[config.mk]
export PLATFORM = sky130hd
export DESIGN_NAME = seg_addr_gen
export DESIGN_NICKNAME = d
export VERILOG_FILES = /design/src/rtl/segaddr_pkg.sv /design/src/rtl/seg_regfile.sv /design/src/rtl/seg_select.sv /design/src/rtl/addr_adder.sv /design/src/rtl/seg_addr_gen.sv
export SDC_FILE = /design/constraint.sdc
export NUM_CORES = 1
export LEC_CHECK = 0
export ABC_AREA = 1
export BUFFER_PORTS_ARGS = -buffer_cell sky130_fd_sc_hd__buf_2
export CORE_UTILIZATION = 35
export DETAILED_ROUTE_END_ITERATION = 7
export GPL_TIMING_DRIVEN = 1
export HOLD_SLACK_MARGIN = 0.12
export SYNTH_ARGS = -nofsm -noshare
export SYNTH_HDL_FRONTEND = slang
export SYNTH_SLANG_ARGS = --single-unit
[constraint.sdc]
create_clock -name clk -period 3.85 [get_ports clk]
set_clock_uncertainty 0.2 [all_clocks]
set_input_delay 0.77 -clock clk [delete_from_list [all_inputs] [get_ports clk]]
set_output_delay 0.77 -clock clk [all_outputs]
set_load 0.02 [all_outputs]
[src/rtl/segaddr_pkg.sv]
package segaddr_pkg;

    localparam int unsigned SEG_COUNT = 4;

    typedef enum logic [1:0] {
        SEG_CODE  = 2'd0,
        SEG_DATA  = 2'd1,
        SEG_EXTRA = 2'd2,
        SEG_STACK = 2'd3
    } seg_id_e;

    typedef enum logic [2:0] {
        ACC_FETCH  = 3'd0,
        ACC_DATA   = 3'd1,
        ACC_STK_SP = 3'd2,
        ACC_STK_BP = 3'd3,
        ACC_EXTRA  = 3'd4
    } acc_kind_e;

endpackage

[src/rtl/seg_regfile.sv]
module seg_regfile #(
    parameter int unsigned SEG_W = 16,
    parameter int unsigned NSEG  = 4,
    localparam int unsigned IDX_W = $clog2(NSEG)
) (
    input  logic                       clk,
    input  logic                       rst_n,
    input  logic                       wr_en,
    input  logic [IDX_W-1:0]           wr_sel,
    input  logic [SEG_W-1:0]           wr_data,
    output logic [NSEG-1:0][SEG_W-1:0] seg_o
);

    typedef struct packed {
        logic [NSEG-1:0][SEG_W-1:0] seg;
    } regs_t;

    regs_t regs_d, regs_q;

    always_comb begin
        regs_d = regs_q;
        if (wr_en) begin
            regs_d.seg[wr_sel] = wr_data;
        end
    end

    always_ff @(posedge clk or negedge rst_n) begin
        if (!rst_n) begin
            regs_q <= '0;
        end else begin
            regs_q <= regs_d;
        end
    end

    assign seg_o = regs_q.seg;


    wr_load_chk: assert property (@(posedge clk) disable iff (!rst_n)
        wr_en |=> seg_o[$past(wr_sel)] == $past(wr_data));


    no_write_hold_chk: assert property (@(posedge clk) disable iff (!rst_n)
        !wr_en |=> $stable(seg_o));

endmodule

[src/rtl/seg_select.sv]
module seg_select
    import segaddr_pkg::*;
#(
    parameter int unsigned ACC_W = 3
) (
    input  logic             clk,
    input  logic             rst_n,
    input  logic [ACC_W-1:0] acc_kind,
    input  logic             ovr_en,
    input  logic [1:0]       ovr_sel,
    output logic [1:0]       sel
);

    logic [1:0] dflt_d;

    always_comb begin
        case (acc_kind)
            ACC_FETCH:  dflt_d = SEG_CODE;
            ACC_DATA:   dflt_d = SEG_DATA;
            ACC_STK_SP: dflt_d = SEG_STACK;
            ACC_STK_BP: dflt_d = SEG_STACK;
            ACC_EXTRA:  dflt_d = SEG_EXTRA;
            default:    dflt_d = SEG_DATA;
        endcase
        sel = ovr_en ? ovr_sel : dflt_d;
    end


    ovr_wins_chk: assert property (@(posedge clk) disable iff (!rst_n)
        ovr_en |-> sel == ovr_sel);


    fetch_code_chk: assert property (@(posedge clk) disable iff (!rst_n)
        (!ovr_en && acc_kind == ACC_FETCH) |-> sel == SEG_CODE);


    stack_kind_chk: assert property (@(posedge clk) disable iff (!rst_n)
        (!ovr_en && (acc_kind == ACC_STK_SP || acc_kind == ACC_STK_BP)) |-> sel == SEG_STACK);

endmodule

[src/rtl/addr_adder.sv]
module addr_adder #(
    parameter int unsigned SEG_W = 16,
    parameter int unsigned OFF_W = 16,
    parameter int unsigned SHIFT = 4,
    localparam int unsigned AW   = SEG_W + SHIFT
) (
    input  logic             clk,
    input  logic             rst_n,
    input  logic [SEG_W-1:0] seg_val,
    input  logic [OFF_W-1:0] offset,
    output logic [AW-1:0]    phys,
    output logic [AW-1:0]    start,
    output logic [AW-1:0]    last
);

    logic [AW-1:0] off_ext;
    logic [AW-1:0] span;

    always_comb begin
        start   = {seg_val, {SHIFT{1'b0}}};
        off_ext = AW'(offset);
        span    = AW'({OFF_W{1'b1}});
        phys    = start + off_ext;
        last    = start + span;
    end


    low_bits_chk: assert property (@(posedge clk) disable iff (!rst_n)
        phys[SHIFT-1:0] == offset[SHIFT-1:0]);


    start_align_chk: assert property (@(posedge clk) disable iff (!rst_n)
        start[SHIFT-1:0] == '0);


    end_align_chk: assert property (@(posedge clk) disable iff (!rst_n)
        &last[SHIFT-1:0]);


    wrap_low_chk: assert property (@(posedge clk) disable iff (!rst_n)
        (phys < start) |-> (phys < off_ext));

endmodule

[src/rtl/seg_addr_gen.sv]
module seg_addr_gen
    import segaddr_pkg::*;
#(
    parameter int unsigned SEG_W = 16,
    parameter int unsigned OFF_W = 16,
    parameter int unsigned SHIFT = 4,
    parameter int unsigned ACC_W = 3,
    localparam int unsigned AW   = SEG_W + SHIFT
) (
    input  logic             clk,
    input  logic             rst_n,
    input  logic             wr_en,
    input  logic [1:0]       wr_sel,
    input  logic [SEG_W-1:0] wr_data,
    input  logic [ACC_W-1:0] acc_kind,
    input  logic             ovr_en,
    input  logic [1:0]       ovr_sel,
    input  logic [OFF_W-1:0] offset,
    output logic [AW-1:0]    phys_addr,
    output logic [AW-1:0]    seg_start,
    output logic [AW-1:0]    seg_end
);

    logic [SEG_COUNT-1:0][SEG_W-1:0] segs;
    logic [1:0]                      sel;
    logic [SEG_W-1:0]                seg_val_d;

    seg_regfile #(.SEG_W(SEG_W), .NSEG(SEG_COUNT)) u_regs (
        .clk     (clk),
        .rst_n   (rst_n),
        .wr_en   (wr_en),
        .wr_sel  (wr_sel),
        .wr_data (wr_data),
        .seg_o   (segs)
    );

    seg_select #(.ACC_W(ACC_W)) u_sel (
        .clk      (clk),
        .rst_n    (rst_n),
        .acc_kind (acc_kind),
        .ovr_en   (ovr_en),
        .ovr_sel  (ovr_sel),
        .sel      (sel)
    );

    always_comb begin
        seg_val_d = segs[sel];
    end

    addr_adder #(.SEG_W(SEG_W), .OFF_W(OFF_W), .SHIFT(SHIFT)) u_add (
        .clk     (clk),
        .rst_n   (rst_n),
        .seg_val (seg_val_d),
        .offset  (offset),
        .phys    (phys_addr),
        .start   (seg_start),
        .last    (seg_end)
    );

endmodule

; Yosys cells after proc, flatten, opt, wreduce, memory -nomap -nowiden
; Index checks and enable logic that the tools add are counted.
[word_totals]
out_inout_bits = 60
in_bits = 43
register_bits = 64
[op_classes]
add_sub_neg = 2
reduce_logical = 3
magnitude_cmp = 3
eq_ne = 3
muxes = 7
[op_table]
columns = op, count
row1 = 64-bit bitwise mux, 1
row2 = 16-bit binary-select mux with 2-bit select, 1
row3 = 16-bit demux with 2-bit select, 1
row4 = 16-bit two-way mux, 2
row5 = 20-bit by 16-bit adder with 20-bit output, 1
row6 = "20-bit by 16-bit adder with 20-bit output, second input constant", 1
row7 = "3-bit by 2-bit equality test with 1-bit output, second input constant", 2
row8 = "2-bit by 3-bit < comparator with 1-bit output, second input constant", 2
row9 = 2-bit case mux with 3 select lines, 1
row10 = "3-bit equality test, second input constant", 1
row11 = 3-bit zero test, 1
row12 = "2-bit by 1-bit greater-or-equal comparator with 1-bit output, second input constant", 1
row13 = 2-bit two-way mux, 1
row14 = 2-bit OR reduction, 1
row15 = 1-bit logical AND, 1

; Longest topological paths before layout
[logic_depth]
depth_word = 7
mapped_depth = 20

; Cells and area by module
; Synthesis repeated with hierarchy kept, for this count alone.
[hier_totals]
cells_unflattened = 744
hier_area_um2 = 4823.4
[by_module_without_submodules]
columns = module, cells_per_inst, instances, area_per_inst_um2, seq_area_each_um2
row1 = seg_regfile, 285, 1, 2611.3, 1601.5
row2 = addr_adder, 262, 1, 1370.1, 0.0
row3 = seg_addr_gen, 188, 1, 805.8, 0.0
row4 = seg_select, 9, 1, 36.3, 0.0

; Least setup slack after synthesis
; Ideal clock, no wire load.
[synth_timing]
kind = input -> output
startpoint = in acc_kind[2]
endpoint = out phys_addr[14]
path_stages = 15
arrival_ns = 2.858
path_slack_ns = 0.022
cell_sequence = inv_1 a21oi_2 nand2_2 nand2_4 buf_4 nand3_1 o21ai_2 inv_2 ha_1 nand2_1 o21a_1 nand2_1 nand2_1 nand2_1 xor2_1
[synth_via]
elab_chain_len = 7
elab_cells_between_ends = 10
cone_classes = 1 x add/sub / 3 x eq/ne / 4 x mux / 2 x reduce/logical
[synth_lines]
columns = element, line_no
row1 = start: declaration, seg_addr_gen.sv:15  ; input logic [ACC_W-1:0] acc_kind,
row2 = 3-bit by 2-bit equality test with 1-bit output, seg_select.sv:17  ; case (acc_kind)
row3 = 2-bit OR reduction (no line), -
row4 = 2-bit case mux with 3 select lines *, seg_select.sv:17
row5 = 2-bit two-way mux *, seg_select.sv:25  ; sel = ovr_en ? ovr_sel : dflt_d;
row6 = 16-bit binary-select mux with 2-bit select *, seg_addr_gen.sv:47  ; seg_val_d = segs[sel];
row7 = 16-bit two-way mux (not written as such) *, seg_addr_gen.sv:47
row8 = named net seg_start[8], seg_addr_gen.sv:20  ; output logic [AW-1:0] seg_start,
row9 = 20-bit by 16-bit adder with 20-bit output *, addr_adder.sv:23  ; phys = start + off_ext;
row10 = end: declaration, seg_addr_gen.sv:19  ; output logic [AW-1:0] phys_addr,
; Mark *: on every way through the listed nets, which the timed path passes. The rest lies on a longest branch. The select of a mux whose other input is x is not followed.

; Worst setup path after layout
[layout_timing]
startpoint = in acc_kind[1]
endpoint = out phys_addr[18]
[layout_via]
elab_chain_len = 7
elab_cells_between_ends = 10
cone_classes = 1 x add/sub / 3 x eq/ne / 4 x mux / 2 x reduce/logical
[layout_lines]
columns = element, line_no
row1 = 3-bit by 2-bit equality test with 1-bit output, seg_select.sv:17
row2 = 2-bit OR reduction (no line), -
row3 = 2-bit case mux with 3 select lines *, seg_select.sv:17
row4 = 2-bit two-way mux *, seg_select.sv:25
row5 = 16-bit binary-select mux with 2-bit select *, seg_addr_gen.sv:47
row6 = 16-bit two-way mux (not written as such) *, seg_addr_gen.sv:47
row7 = 20-bit by 16-bit adder with 20-bit output *, addr_adder.sv:23
; Mark *: on every way between the ends. The rest lies on a longest branch, timed or not. The select of a mux whose other input is x is not followed.

==> impl_metrics.env <==
export IMPL_status="finished, violations left"
export IMPL_failed_checks="design-rule violations, negative setup slack"
export IMPL_hold_ws_ns=0.277
export IMPL_utilization=0.570
export IMPL_die_h_um=112
export IMPL_ys_flop_type="dfrtp_1"
export IMPL_setup_viol=3
export IMPL_syn_area_um2=4250
export IMPL_crit_fanout=7
export IMPL_die_x_um=112
export IMPL_worstSetupPathType="primary input to primary output"
export IMPL_p_leak_nw=3.29
export IMPL_clkLatencyLatePin_ns=0.33
export IMPL_largest_reg_flops=64
export IMPL_worstMarginPinSlew_ns=1.05
export IMPL_rows=39
export IMPL_clock_sinks=64
export IMPL_fin_tns_setup_ns=-0.0611
export IMPL_drive_gt1_frac=0.468
export IMPL_rsz0062_at_grt="yes"
export IMPL_syn_area_per_cell_um2=7.33
export IMPL_fmax_mhz=258
export IMPL_drt_initial_drc_count=294
export IMPL_grt_usage=0.211
export IMPL_placed_cell_area_um2=5150
export IMPL_setup_slack_ns=-0.0273
export IMPL_pin_count=103
export IMPL_stdcell_area_um2=6620
export IMPL_clock_path_buffers=2
export IMPL_grt_pass1_wl_mm=20.9
export IMPL_dp_hpwl_mm=9.14
export IMPL_total_power_mw=3.32
export IMPL_async_flop_share=1.00
export IMPL_ant_nets=0
export IMPL_cts_buffers=9
export IMPL_dieArea_um2=12600
export IMPL_synth_seq_area_share=0.377
export IMPL_wire_per_inst_um=15.1
export IMPL_ys_seq_elements=64
export IMPL_drc_errors=17
export IMPL_num_antenna_cells=0
export IMPL_crit_path_start_kind="primary input"
export IMPL_arrival_ns=2.91
export IMPL_start_util=0.366
export IMPL_placed_cells_incl_taps=847
export IMPL_p_per_area_nw_per_um2=502
export IMPL_syn2layout_area_growth_pct=55.7
export IMPL_wl_mm=13.4
export IMPL_cp_end_kind="primary output"
export IMPL_yosys_warnings=0
export IMPL_layout_commonest_cell="nand2_1"
export IMPL_antenna_found_initial=0
export IMPL_slew_viol_final=0
export IMPL_hold_viol=0
export IMPL_fillerInstances=1007
export IMPL_hold_class="flop to flop"
export IMPL_required_ns=2.88
export IMPL_cts_root_buf="clkbuf_16"
export IMPL_synth_enable_flop_cells=0
export IMPL_clk_pin_slew_ns=0.05
export IMPL_coreArea_um2=11600
export IMPL_first_pass_iters=7
export IMPL_period_share=1.01
export IMPL_postSynthCellCount=580
export IMPL_vias_per_cell=4.91
export IMPL_grt_pass1_vias=4159
export IMPL_cts_tree="done"
export IMPL_fin_cells=893
export IMPL_max_slew_margin_rel=0.296
export IMPL_layout_min_cycle_time_ns=3.88
export IMPL_htreeDepth=3
export IMPL_place_gp_congestion=0.907
export IMPL_grt_max_degree=33
export IMPL_via_count=4384
export IMPL_place_port_buffers=86
export IMPL_synth_cell_types=39
export IMPL_finalNetCount=806
export IMPL_grt_overflow_total=0
export IMPL_ir_worst_vdd_v=0.000231
export IMPL_maxCapViolations=0
export IMPL_dp_slack_ns=-0.231
export IMPL_mostFrequentLayoutCells="nand2_1 (156), buf_4 (85), o21ai_0 (67), buf_2 (67), dfrtp_1 (64)"
-- critical path, cell delays in order --
cell,delay [ns]
buf_8,0.11
nor2_4,0.16
nand2_4,0.09
nand2_8,0.16
inv_12,0.05
nand2_4,0.05
nand2_2,0.05
o21ai_2,0.18
inv_2,0.09
ha_4,0.28
buf_6,0.10
nand2_2,0.05
nor2_2,0.13
nand2_2,0.06
nand2_2,0.07
nand2_2,0.07
o211ai_1,0.19
nand2_2,0.09
buf_6,0.14
-- timing repair --
item | CTS | global route
endpoints found under the setup margin | 14 | 23
pin swaps | 33 | 66
hold buffers | 0 | 0
cloned | 4 | 2
setup buffers | 17 | 12
resized for setup | 101 | 119
-- logic make-up (layout without fill, tap and decap cells) --
logic type               Yosys count  after routing  synth area share
buffers and inverters             87            249            0.0977
adder cells (fa/ha/maj)           15             15            0.0442
AO/OA/AOI/OAI                    109            109             0.149
other                              2              8           0.00177
flip-flops                        64             64             0.377
XOR/XNOR                          18             18            0.0371
AND/OR/NAND/NOR                  285            287             0.294
-- final timing paths --
| check | startpoint | to | slack (ns) | cells after the start |
|---|---|---|---|---|
| worst max-delay path | acc_kind[1] | phys_addr[18] | -0.03 | 19 |
| worst max register to register | u_regs.seg_o[7]$_DFFE_PN0P_ | u_regs.seg_o[7]$_DFFE_PN0P_ | 2.90 | 2 |
| min in group asynchronous | rst_n | u_regs.seg_o[11]$_DFFE_PN0P_ | 0.30 | 1 |
| worst min register to register | u_regs.seg_o[28]$_DFFE_PN0P_ | u_regs.seg_o[28]$_DFFE_PN0P_ | 0.28 | 2 |
| worst min-delay path | u_regs.seg_o[28]$_DFFE_PN0P_ | u_regs.seg_o[28]$_DFFE_PN0P_ | 0.28 | 2 |
| max in group asynchronous | rst_n | u_regs.seg_o[34]$_DFFE_PN0P_ | 2.41 | 2 |
-- per-layer routing --
layer / global-route usage / vias to the layer above / share of wire
li1: - / 2178 / -
met3: 0.0340 / 21 / 0.051
met2: 0.342 / 139 / 0.48
met4: 0.0764 / 0 / 0.018
met1: 0.285 / 2046 / 0.45
met5: 0 / - / 0
-- final cells by class --
| type | count | area (um^2) | share of cell area |
|---|---|---|---|
| timing repair buffer | 179 | 1310 | 0.198 |
| sequential | 64 | 1600 | 0.242 |
| timing repair inverter | 2 | 17.5 | 0.00265 |
| clock inverter | 1 | 30.0 | 0.00454 |
| inverter | 55 | 226 | 0.0342 |
| tap | 143 | 179 | 0.0270 |
| multi-input combinational | 437 | 3010 | 0.455 |
| clock buffer | 12 | 246 | 0.0373 |
-- power breakdown --
| part | switching (mW) | total, mW | internal [mW] |
|---|---|---|---|
| sequential | 0.0627 | 0.844 | 0.782 |
| clock | 0.268 | 0.775 | 0.507 |
| combinational | 0.958 | 1.70 | 0.744 |
| total | 1.29 | 3.32 | 2.03 |
-- cell usage after synthesis (10+ instances only) --
cell type  instances  share of area
a21oi_1           10          0.012
buf_4             13          0.023
clkbuf_1          11         0.0097
dfrtp_1           64           0.38
ha_1              15          0.044
inv_1             47          0.042
nand2_1          195           0.17
nand2_2           10          0.015
nand3_1           31          0.037
nor2_1            24          0.021
o21ai_0           71          0.084
xor2_1            17          0.035
Power figures use the tool's default switching activity.
